`src/rtl/motor_pwr_seq_pkg.sv`:
```
package motor_pwr_seq_pkg;

    typedef enum logic [2:0] {
        ST_SLEEP  = 3'd0,
        ST_RUN    = 3'd1,
        ST_STOP   = 3'd2,
        ST_RELOAD = 3'd3,
        ST_HOLD   = 3'd4
    } seq_state_t;

    localparam int unsigned SYNC_W = 3;

endpackage

```
`src/rtl/mps_sync.sv`:
```
module mps_sync #(
    parameter int unsigned W = 1
) (
    input  logic         clk,
    input  logic         rst_n,
    input  logic [W-1:0] d,
    output logic [W-1:0] q
);
    logic [W-1:0] meta;

    always_ff @(posedge clk or negedge rst_n) begin
        if (!rst_n) begin
            meta <= '0;
            q    <= '0;
        end else begin
            meta <= d;
            q    <= meta;
        end
    end
endmodule

```
`src/rtl/mps_qual.sv`:
```
module mps_qual #(
    parameter int unsigned LIMIT = 60
) (
    input  logic clk,
    input  logic rst_n,
    input  logic active,
    output logic qualified
);
    localparam int unsigned CW = $clog2(LIMIT + 1);
    localparam logic [CW-1:0] LIM = CW'(LIMIT);

    logic [CW-1:0] cnt;

    always_ff @(posedge clk or negedge rst_n) begin
        if (!rst_n) begin
            cnt <= '0;
        end else if (active) begin
            cnt <= '0;
        end else if (cnt != LIM) begin
            cnt <= cnt + 1'b1;
        end
    end

    assign qualified = (cnt == LIM);
endmodule

```
`src/rtl/mps_quiet.sv`:
```
module mps_quiet #(
    parameter int unsigned LIMIT = 1000
) (
    input  logic clk,
    input  logic rst_n,
    input  logic arm,
    input  logic tach,
    output logic expired
);
    localparam int unsigned CW = $clog2(LIMIT + 1);
    localparam logic [CW-1:0] LIM = CW'(LIMIT);

    logic [CW-1:0] cnt;
    logic          tach_q;
    logic          tach_edge;

    assign tach_edge = tach ^ tach_q;

    always_ff @(posedge clk or negedge rst_n) begin
        if (!rst_n) begin
            tach_q <= 1'b0;
            cnt    <= '0;
        end else begin
            tach_q <= tach;
            if (!arm || tach_edge) begin
                cnt <= '0;
            end else if (cnt != LIM) begin
                cnt <= cnt + 1'b1;
            end
        end
    end

    assign expired = arm && (cnt == LIM);
endmodule

```
`src/rtl/motor_pwr_seq.sv`:
```
module motor_pwr_seq
    import motor_pwr_seq_pkg::*;
#(
    parameter int unsigned CLK_FREQ_HZ  = 50_000_000,
    parameter int unsigned QUAL_TIME_NS = 1200,
    parameter int unsigned STOP_TIME_MS = 1000
) (
    input  logic clk,
    input  logic rst_n,
    input  logic en_pin,
    input  logic rst_pin,
    input  logic en_active_low,
    input  logic brake_sel,
    input  logic tach_in,
    input  logic reload_ack,
    output logic drive_on,
    output logic brake_on,
    output logic reg_on,
    output logic clk_on,
    output logic reload_req,
    output logic fault_clr
);
    localparam longint unsigned QUAL_RAW =
        (64'(CLK_FREQ_HZ) * 64'(QUAL_TIME_NS)) / 64'd1_000_000_000;
    localparam longint unsigned STOP_RAW =
        (64'(CLK_FREQ_HZ) * 64'(STOP_TIME_MS)) / 64'd1_000;
    localparam int unsigned QUAL_CYC = (QUAL_RAW < 64'd1) ? 1 : 32'(QUAL_RAW);
    localparam int unsigned STOP_CYC = (STOP_RAW < 64'd1) ? 1 : 32'(STOP_RAW);

    // synchronized pins: [0] enable, [1] reset, [2] tachometer
    logic [SYNC_W-1:0] pins_s;
    logic en_s, rst_s, tach_s;

    mps_sync #(.W(SYNC_W)) u_sync (
        .clk   (clk),
        .rst_n (rst_n),
        .d     ({tach_in, rst_pin, en_pin}),
        .q     (pins_s)
    );

    assign en_s   = pins_s[0];
    assign rst_s  = pins_s[1];
    assign tach_s = pins_s[2];

    logic en_act;
    assign en_act = en_s ^ en_active_low;

    logic dis_qual;
    mps_qual #(.LIMIT(QUAL_CYC)) u_qual (
        .clk       (clk),
        .rst_n     (rst_n),
        .active    (en_act),
        .qualified (dis_qual)
    );

    seq_state_t state, state_nx;

    logic quiet_done;
    mps_quiet #(.LIMIT(STOP_CYC)) u_quiet (
        .clk     (clk),
        .rst_n   (rst_n),
        .arm     (state == ST_STOP),
        .tach    (tach_s),
        .expired (quiet_done)
    );

    logic pol_q;
    logic pol_chg;
    logic rst_pend;
    logic cause_rst;
    logic rl_seen;

    assign pol_chg = (pol_q != en_active_low);

    // next-state logic
    always_comb begin
        state_nx = state;
        unique case (state)
            ST_SLEEP: begin
                if (en_act) begin
                    state_nx = (rst_pend || rst_s) ? ST_RELOAD : ST_RUN;
                end
            end
            ST_RUN: begin
                if (rst_s || dis_qual || pol_chg) begin
                    state_nx = ST_STOP;
                end
            end
            ST_STOP: begin
                if (quiet_done) begin
                    state_nx = cause_rst ? ST_RELOAD : ST_SLEEP;
                end
            end
            ST_RELOAD: begin
                if (reload_ack) begin
                    state_nx = ST_HOLD;
                end
            end
            ST_HOLD: begin
                if (!rst_s) begin
                    state_nx = ST_RUN;
                end
            end
            default: state_nx = ST_SLEEP;
        endcase
    end

    // state register and sequencing flags
    always_ff @(posedge clk or negedge rst_n) begin
        if (!rst_n) begin
            state     <= ST_SLEEP;
            pol_q     <= 1'b0;
            rst_pend  <= 1'b1;
            cause_rst <= 1'b0;
            rl_seen   <= 1'b0;
        end else begin
            state   <= state_nx;
            pol_q   <= en_active_low;
            rl_seen <= (state == ST_RELOAD);
            if (state == ST_RUN && state_nx == ST_STOP) begin
                cause_rst <= rst_s;
            end else if (state_nx == ST_RUN) begin
                cause_rst <= 1'b0;
            end
            if (state_nx == ST_RELOAD) begin
                rst_pend <= 1'b0;
            end else if (rst_s && (state == ST_SLEEP || state == ST_STOP)) begin
                rst_pend <= 1'b1;
            end
        end
    end

    // outputs
    always_comb begin
        drive_on   = 1'b0;
        brake_on   = 1'b0;
        reg_on     = 1'b1;
        clk_on     = 1'b1;
        reload_req = 1'b0;
        fault_clr  = 1'b0;
        unique case (state)
            ST_SLEEP: begin
                reg_on = 1'b0;
                clk_on = 1'b0;
            end
            ST_RUN: begin
                drive_on = 1'b1;
            end
            ST_STOP: begin
                brake_on = brake_sel;
            end
            ST_RELOAD: begin
                reload_req = 1'b1;
                fault_clr  = !rl_seen;
            end
            ST_HOLD: begin
                drive_on = 1'b0;
            end
            default: begin
                reg_on = 1'b0;
                clk_on = 1'b0;
            end
        endcase
    end
endmodule

```
`config.mk`:
```
export PLATFORM = sky130hd
export DESIGN_NAME = motor_pwr_seq
export DESIGN_NICKNAME = d
export VERILOG_FILES = /design/src/rtl/motor_pwr_seq_pkg.sv /design/src/rtl/mps_sync.sv /design/src/rtl/mps_qual.sv /design/src/rtl/mps_quiet.sv /design/src/rtl/motor_pwr_seq.sv
export SDC_FILE = /design/constraint.sdc
export NUM_CORES = 1
export LEC_CHECK = 0
export BUFFER_PORTS_ARGS = -buffer_cell sky130_fd_sc_hd__buf_4
export CAP_MARGIN = 20
export CORE_MARGIN = 4
export CORE_UTILIZATION = 55
export DETAILED_ROUTE_END_ITERATION = 7
export GPL_ROUTABILITY_DRIVEN = 1
export PLACE_DENSITY_LB_ADDON = 0.1
export SLEW_MARGIN = 10
export SYNTH_ARGS = -nofsm -noshare
export SYNTH_HDL_FRONTEND = slang
export SYNTH_SLANG_ARGS = --single-unit
```
`constraint.sdc`:
```
create_clock -name clk -period 1.9 [get_ports clk]
set_clock_uncertainty 0.05 [all_clocks]
set_input_delay 0 -clock clk [delete_from_list [all_inputs] [get_ports clk]]
set_output_delay 0 -clock clk [all_outputs]
set_load 0.02 [all_outputs]
```
[Word-level counts from Yosys, hierarchy flattened]
Index checks and enable logic that the tools add are counted.
Storage, ports and cells
  register bits: 46
  bits of input ports: 8
Cells by class
  add/subtract/negate cells: 2
  equal/unequal tests: 12
  mux-type cells: 21
  bitwise operators: 2
  reductions and logical operators: 16
Operator list (number)
  26-bit 2-to-1 mux: 2
  26-bit by 1-bit adder with 26-bit output, second input constant: 1
  26-bit == test, second input constant: 1
  26-bit != test, second input constant: 1
  3-bit 2-to-1 mux: 5
  3-bit one-hot mux with 5 select lines: 1
  3-bit by 2-bit == test with 1-bit output, second input constant: 4
  6-bit 2-to-1 mux: 2
  1-bit 2-to-1 mux: 9
  2-bit nonzero test: 4
  6-bit by 1-bit adder with 6-bit output, second input constant: 1
  3-bit by 1-bit == test with 1-bit output, second input constant: 2
  6-bit == test, second input constant: 1
  6-bit != test, second input constant: 1
  1-bit logical OR: 5
  2-bit 2-to-1 mux: 2
  4-bit OR reduction: 1
  3-bit == test, second input constant: 1
  1-bit logical AND: 3
  3-bit logical NOT: 1
  1-bit logical NOT: 2
  1-bit bitwise XOR: 2
  1-bit != test: 1

[Logic depth before layout (Yosys ltp)]
Gate-level depths: netlist (run 1).
  depth after elaboration: 8
  depth in mapped cells: 7
  mapped depth without buffers: 7

[Cells and area by module]
A second synthesis (run 1) with hierarchy kept.
Unflattened totals
  cells, all modules: 249
  area, all modules: 2426.1 um2
Modules (own cells, without submodules)
  mps_quiet: instances 1, cells each 166, area an instance 1519.0 um2, seq. area each 675.6 um2
  motor_pwr_seq: instances 1, cells each 44, area an instance 427.9 um2, seq. area each 176.4 um2
  mps_qual: instances 1, cells each 33, area an instance 329.1 um2, seq. area each 150.1 um2
  mps_sync: instances 1, cells each 6, area an instance 150.1 um2, seq. area each 150.1 um2

[Worst setup path after synthesis (run 1)]
Ideal clock, no wire load.
  kind: reg-to-reg
  from: register state[2]
  to: register cause_rst
  library setup time: 135 ps
  data arrival time: 1680 ps
  slack: 35 ps
  stages on the path, launching flop included: 6
  path buffers: 1
  clock period less this slack: 1865 ps
  cell sequence: dfrtp_1 > clkbuf_1 > nor3b_1 > a21boi_1 > mux2i_1 > a31oi_1
Between the ends
  cells in the longest elaborated chain, start to end: 7
  elaborated cells on any way between the ends: 17
  classes of those cells: 6 x eq/ne; 7 x mux; 4 x reduce/logical
Ends and longest elaborated chain
  from (decl): RTL line motor_pwr_seq.sv:56  | seq_state_t state, state_nx;
  from (signal assigned): RTL line motor_pwr_seq.sv:117  | state <= state_nx;
  3-bit by 2-bit == test with 1-bit output: RTL line motor_pwr_seq.sv:62, motor_pwr_seq.sv:78
  1-bit logical AND: RTL line mps_quiet.sv:33  | assign expired = arm && (cnt == LIM);
  3-bit 2-to-1 mux: RTL line motor_pwr_seq.sv:90  | if (quiet_done) begin
  3-bit one-hot mux with 5 select lines: RTL line motor_pwr_seq.sv:78  | unique case (state)
  3-bit by 2-bit == test with 1-bit output: RTL line motor_pwr_seq.sv:120  | if (state == ST_RUN && state_nx == ST_STOP) begin
  1-bit logical AND: RTL line motor_pwr_seq.sv:120
  1-bit 2-to-1 mux / 2-bit nonzero test (equally long branches)
  to (signal assigned): RTL line motor_pwr_seq.sv:121  | cause_rst <= rst_s;
  to (decl): RTL line motor_pwr_seq.sv:70  | logic cause_rst;
Several ways; a longest one is shown, not always the timed one.
A chain may end at the register's enable or synchronous reset.

[Worst setup path after layout (run 1)]
  from: register u_quiet.cnt[0]
  to: register u_quiet.cnt[12]
Between the ends
  cells in the longest elaborated chain, start to end: 3
  elaborated cells on any way between the ends: 5
  classes of those cells: 1 x add/sub; 1 x eq/ne; 2 x mux; 1 x reduce/logical
Ends and longest elaborated chain
  from (decl): RTL line mps_quiet.sv:13  | logic [CW-1:0] cnt;
  from (signal assigned): RTL line mps_quiet.sv:28  | cnt <= cnt + 1'b1;
  26-bit by 1-bit adder with 26-bit output: RTL line mps_quiet.sv:28
  26-bit 2-to-1 mux: RTL line mps_quiet.sv:27  | end else if (cnt != LIM) begin
  26-bit 2-to-1 mux: RTL line mps_quiet.sv:25  | if (!arm || tach_edge) begin
Several ways; a longest one is shown, not always the timed one. The select of a mux whose other input is x is not followed.

==> out/metrics.cfg, run 1 <==
[critical_path]
end_kind = flop
worst-endpoint-arrival_ns = 1.98
critPathKind = flop to flop
r2r_cells = 7
startpoint = u_quiet.cnt[0]
r2r_slack_ns = 0.1
critPathLaunchType = flop
critPathMaxFanout = 7
r2r_start = u_quiet.cnt[0]
worstPathRequired_ns = 2.08

[die]
dieHeight_um = 72.9
ios = 14
std_cell_rows = 23
start_util = 0.575
die_x_um = 72.9
core_um2 = 4030
dieArea_um2 = 5310

[timing]
hold_slack_ns = 0.180
min_period_ns = 1.80
fin_crit_sh = 0.948
slew_violations = 0
setup_violations = 0
max_freq_mhz = 555
fin_ws_ns = 0.0995
tightest_slew_ns = 0.572
hold_viol_final = 0
relSlewSlack = 0.619

[detailed_routing]
drt_first_iter_violations = 105
avgViaCountPerCell = 5.65
drc = 0
ant_nets = 0
routed_wl_um = 4640
num_vias = 1702
wl_per_cell_um = 15.4
dr.pass1.iters = 4

[place]
gp_congestion = 0.834
dp_hpwl_um = 3270
dp_cells = 285
post-place-ws_ns = -0.0414
port_buffers = 13

[clocking]
clock-root-buffer = clkbuf_8
path_clk_slew_ns = 0.09
cts_max_path_buffers = 2
cts_tree = yes
cts_made_buffers = 5
cts.sinks = 46
worstSkewPairLatency_ns = 0.31
cts_htree_levels = 2

[logic_synthesis]
synth_top_area_frac = 0.486
yosys_register_bits = 46
ys_types = 43
netlist_area_um2 = 2320
synth_most_common_cell = dfrtp_1
netlist_instances = 222
synth_edf_count = 0
synth_commonest_cells = dfrtp_1, nor2_1, xnor2_1, xor2_1, nand2_1
ys_seq_area_frac = 0.498
syn_nets = 234
ys_warn_count = 0
async_flop_share = 1.00
ys.flop_type = dfrtp_1
synth_area_leaders = dfrtp_1, xnor2_1, nor2_1
syn_avg_cell_area_um2 = 10.4
yosysTopAreaCell = dfrtp_1

[global_routing]
grt_pass1_vias = 1689
grt.overflow.total = 0
track_usage = 0.198
antenna_found_initial = 0
use_met3 = 0.0455
grt_use_met1 = 0.258
grt_first_pass_wirelength_um = 8050
grt-busiest-layer = met2
grt_util_met2 = 0.313
grt_start_max_net_pins = 47

[layout]
num_antenna_cells = 0
drive_above_1_share = 0.203
nNetsFinal = 262
final_cells = 301
utilization = 0.672
area_delta_synth_final_pct = 16.9

[run_status]
status = finished, final reports clean

[power_and_ir_drop]
peakVddDrop_mv = 0.430
p_leak_nw = 1.11
power_density_nw_per_um2 = 918

[run]
drv_cap = 0

[hold_path]
min_path_type = input pin to async pin

## cells in the final DEF (no fill, tap or decap), types with 5 or more instances in the layout
master / n
dfrtp_1: 45
nor2_1: 34
buf_4: 23
xnor2_1: 16
xor2_1: 14
nand2_1: 12
nand3_1: 11
nor4_2: 9
nand4_1: 7
inv_1: 6
nor3_1: 6
a21oi_1: 6
dlygate4sd3_1: 6
and3_1: 5
clkbuf_8: 5
## report_power, final
group	internal (W)	total, W	switching, W
Combinational	0.000331	0.000729	0.000398
Sequential	0.00107	0.00115	0.0000863
Clock	0.000259	0.000600	0.000341
Total	0.00166	0.00248	0.000826
## per-layer routing
layer  share of wire  wire length [µm]  up-vias
li1                -                 -      821
met1            0.46              2130      847
met2            0.48              2230       23
met3           0.034               160       11
met4           0.026               121        0
met5               0                 0        -
## cell families after synthesis
logic type	synth area share
DFF	0.498
adders and majority gates	0.0216
buffers and inverters	0.0286
xor gates and xnor gates	0.113
AOI/OAI and AO/OA	0.0454
and+or+nand+nor	0.285
muxes	0.00864
## flip-flops by register name (all words and copies together), names as in the netlist
| register | flops |
|---|---|
| u_quiet.cnt | 26 |
| u_qual.cnt | 6 |
| state | 3 |
| u_sync.meta | 3 |
| u_sync.q | 3 |
| cause_rst | 1 |
| pol_q | 1 |
| rl_seen | 1 |
| rst_pend | 1 |
| u_quiet.tach_q | 1 |
## per-stage QoR
stage	cell area (µm²)	total power, W	setup TNS [ns]
floorplan	2320	0.00159	0
global placement	2490	0.00181	0
detailed placement	2490	0.00185	-0.0466
CTS	2660	0.00248	0
global route	2710	0.00265	-0.0276
finish	2710	0.00248	0
## area by class of cell
type / instances / area (µm²)
timing repair buffer: 29 / 233
tap: 50 / 62.6
sequential: 46 / 1150
inverter: 6 / 22.5
multi-input combinational: 162 / 1150
clock buffer: 5 / 68.8
clock inverter: 3 / 21.3
fill: 322 / 1320
## path summary, 6_finish.rpt
kind                                        end
worst min-delay path                    rl_seen
worst max-delay path            u_quiet.cnt[12]
min in group clk                       brake_on
worst min register to register      u_sync.q[2]
max in group asynchronous        u_quiet.cnt[7]
worst max register to register  u_quiet.cnt[12]
## what timing repair did
| item | 4_1_cts | 5_1_grt |
|---|---|---|
| gates resized for setup | 2 | 6 |
| setup buffers | 0 | 2 |
| hold buffers | 6 | 0 |
| endpoints found under the setup margin | 4 | 8 |
| pin swaps | 0 | 1 |
| endpoints found under the hold margin | 50 | 0 |
## worst max-delay path, stage by stage (launching register included)
cell      delay, ns
dfrtp_1        0.41
inv_1          0.07
ha_1           0.16
nor4bb_4       0.21
and4_4         0.27
nand4_4        0.15
and3_4         0.23
nor3_1         0.16
No activity file was read; power rests on OpenSTA's default activity.
==> run 2, diff against run 1 <==
--- a/config.mk
+++ b/config.mk
@@ -12,7 +12,7 @@
 export DETAILED_ROUTE_END_ITERATION = 7
 export GPL_ROUTABILITY_DRIVEN = 1
 export PLACE_DENSITY_LB_ADDON = 0.1
-export SLEW_MARGIN = 10
+export RECOVER_POWER = 25
 export SYNTH_ARGS = -nofsm -noshare
 export SYNTH_HDL_FRONTEND = slang
 export SYNTH_SLANG_ARGS = --single-unit
==> out/metrics.cfg, run 2 (synthesis gave the netlist of run 1 again) <==
[run_status]
status = finished, final reports clean  ; unchanged

[die]
start_util = 0.575  ; unchanged
std_cell_rows = 23  ; unchanged
die_x_um = 72.9  ; unchanged
core_um2 = 4030  ; unchanged
dieHeight_um = 72.9  ; unchanged
dieArea_um2 = 5310  ; unchanged
ios = 14  ; unchanged

[detailed_routing]
num_vias = 1702  ; unchanged
drt_first_iter_violations = 106  ; was 105
dr.pass1.iters = 4  ; unchanged
wl_per_cell_um = 15.4  ; about the same
routed_wl_um = 4630  ; was 4640 µm
ant_nets = 0  ; unchanged
drc = 0  ; unchanged
avgViaCountPerCell = 5.65  ; unchanged

[critical_path]
critPathMaxFanout = 7  ; unchanged
cp_slowest_cell = dfrtp_1  ; unchanged
critPathMaxStageDelay_ns = 0.41  ; about the same
critPathKind = flop to flop  ; unchanged
critPathLaunchType = flop  ; unchanged
crit_chain = inv_1 > ha_1 > nor4bb_4 > and4_4 > nand4_4 > and3_4 > nor3_1  ; unchanged
worstPathRequired_ns = 2.08  ; about the same
end_kind = flop  ; unchanged
worst-endpoint-arrival_ns = 1.98  ; about the same

[layout]
num_antenna_cells = 0  ; unchanged
drive_above_1_share = 0.199  ; was 0.203
multiInputGateArea_um2 = 1150  ; unchanged
mostFrequentLayoutCells = dfrtp_1, nor2_1, buf_4, xnor2_1, xor2_1  ; unchanged
regArea_um2 = 1150  ; unchanged
regMostFlops = u_quiet.cnt  ; unchanged
mostFrequentLayoutCell = dfrtp_1  ; unchanged
largestRegisters = u_quiet.cnt (26), u_qual.cnt (6)  ; unchanged
nNetsFinal = 262  ; unchanged
area_delta_synth_final_pct = 16.6  ; was 16.9%
num-fill-cells = 325  ; was 322
largest_reg_flops = 26  ; unchanged
utilization = 0.670  ; was 0.672

[timing]
hold_viol_final = 0  ; unchanged
slew_violations = 0  ; unchanged
tns_ns = 0  ; unchanged
tightest_slew_ns = 1.13  ; was 0.572 ns
relSlewSlack = 0.249  ; was 0.619
fin_crit_sh = 0.948  ; about the same
max_freq_mhz = 555  ; about the same
setup_violations = 0  ; unchanged
fin_ws_ns = 0.0991  ; was 0.0995 ns
min_period_ns = 1.80  ; about the same

[place]
gp_congestion = 0.834  ; unchanged
post-place-ws_ns = -0.0414  ; unchanged
dp_hpwl_um = 3270  ; unchanged
port_buffers = 13  ; unchanged

[clocking]
cts_tree = yes  ; unchanged
cts_max_path_buffers = 2  ; unchanged
worstSkewPairLatency_ns = 0.31  ; about the same
cts_htree_levels = 2  ; unchanged
path_clk_slew_ns = 0.09  ; about the same
clock-root-buffer = clkbuf_8  ; unchanged
cts_made_buffers = 5  ; unchanged
cts.sinks = 46  ; unchanged

[global_routing]
grt.overflow.total = 0  ; unchanged
grt_pass1_vias = 1689  ; unchanged
antenna_found_initial = 0  ; unchanged
track_usage = 0.198  ; unchanged
grt_first_pass_wirelength_um = 8050  ; unchanged
grt_start_max_net_pins = 47  ; unchanged

[power_and_ir_drop]
power_density_nw_per_um2 = 919  ; was 918 nW/µm²
pwr-share-comb = 0.293  ; about the same
p_leak_nw = 1.11  ; about the same
switching_share = 0.333  ; about the same
power_frac_seq = 0.465  ; about the same
p_sw_w = 0.000826  ; about the same
p_int_w = 0.00166  ; about the same
p_clk_frac = 0.242  ; about the same
peakVddDrop_mv = 0.430  ; about the same

[run]
drv_cap = 0  ; unchanged

[hold_path]
min_path_type = input pin to primary output  ; was input pin to async pin

run 2: metal layers:
layer  up-vias  wire, µm  track usage
li1        821         -            -
met1       847      2120        0.258
met2        23      2230        0.313
met3        11       160       0.0455
met4         0       121       0.0922
met5         -         0            0
run 2: what timing repair did:
| action | 4_1_cts | 5_1_grt |
|---|---|---|
| buffers inserted | 0 | 2 |
| hold endpoints to repair | 50 | 0 |
| resized for setup | 2 | 6 |
| pin swaps | 0 | 1 |
| setup endpoints to repair | 4 | 8 |
| hold buffers | 6 | 0 |
run 2: through the flow:
step | power [W] | hold slack [ns] | cells | cell area, µm²
final | 0.00248 | 0.254 | 301 | 2700
after global routing | 0.00264 | 0.273 | 301 | 2700
after CTS | 0.00248 | 0.185 | 299 | 2660
after floorplan | 0.00159 | -0.346 | 222 | 2320
after global placement | 0.00181 | -0.0231 | 285 | 2490
after detailed placement | 0.00185 | -0.0141 | 285 | 2490
run 2: power groups by stage:
stage          Sequential [W]  Clock, W  Combinational, W
6_report              0.00116  0.000600          0.000727
5_1_grt               0.00117  0.000662          0.000815
4_1_cts               0.00115  0.000628          0.000697
3_5_place_dp          0.00117         0          0.000680
3_3_place_gp          0.00116         0          0.000651
2_1_floorplan         0.00114         0          0.000451
run 2: worst paths after layout:
path / start / endpoint / slack (ns) / depth (start not counted)
hold / removal: brake_sel / brake_on / 0.25 / 3
max in group asynchronous: rst_n / u_quiet.cnt[7] / 0.72 / 2
hold reg to reg: u_sync.meta[2] / u_sync.q[2] / 0.31 / 0
setup reg to reg: u_quiet.cnt[0] / u_quiet.cnt[12] / 0.1 / 7
setup / recovery: u_quiet.cnt[0] / u_quiet.cnt[12] / 0.1 / 7
min in group asynchronous: rst_n / rl_seen / 0.39 / 2
run 2: area by class of cell:
cell class / instances / share of cell area
clock inverter: 3 / 0.00788
clock buffer: 5 / 0.0255
sequential: 46 / 0.427
multi-input combinational: 162 / 0.424
inverter: 6 / 0.00834
timing repair buffer: 29 / 0.0839
tap: 50 / 0.0232
run 2: critical path, delay by kind of cell (launching register included):
family | cells | cell delay, ns
adders and majority gates | 1 | 0.16
DFF | 1 | 0.41
buffers and inverters | 1 | 0.07
and+or+nand+nor | 5 | 1.02
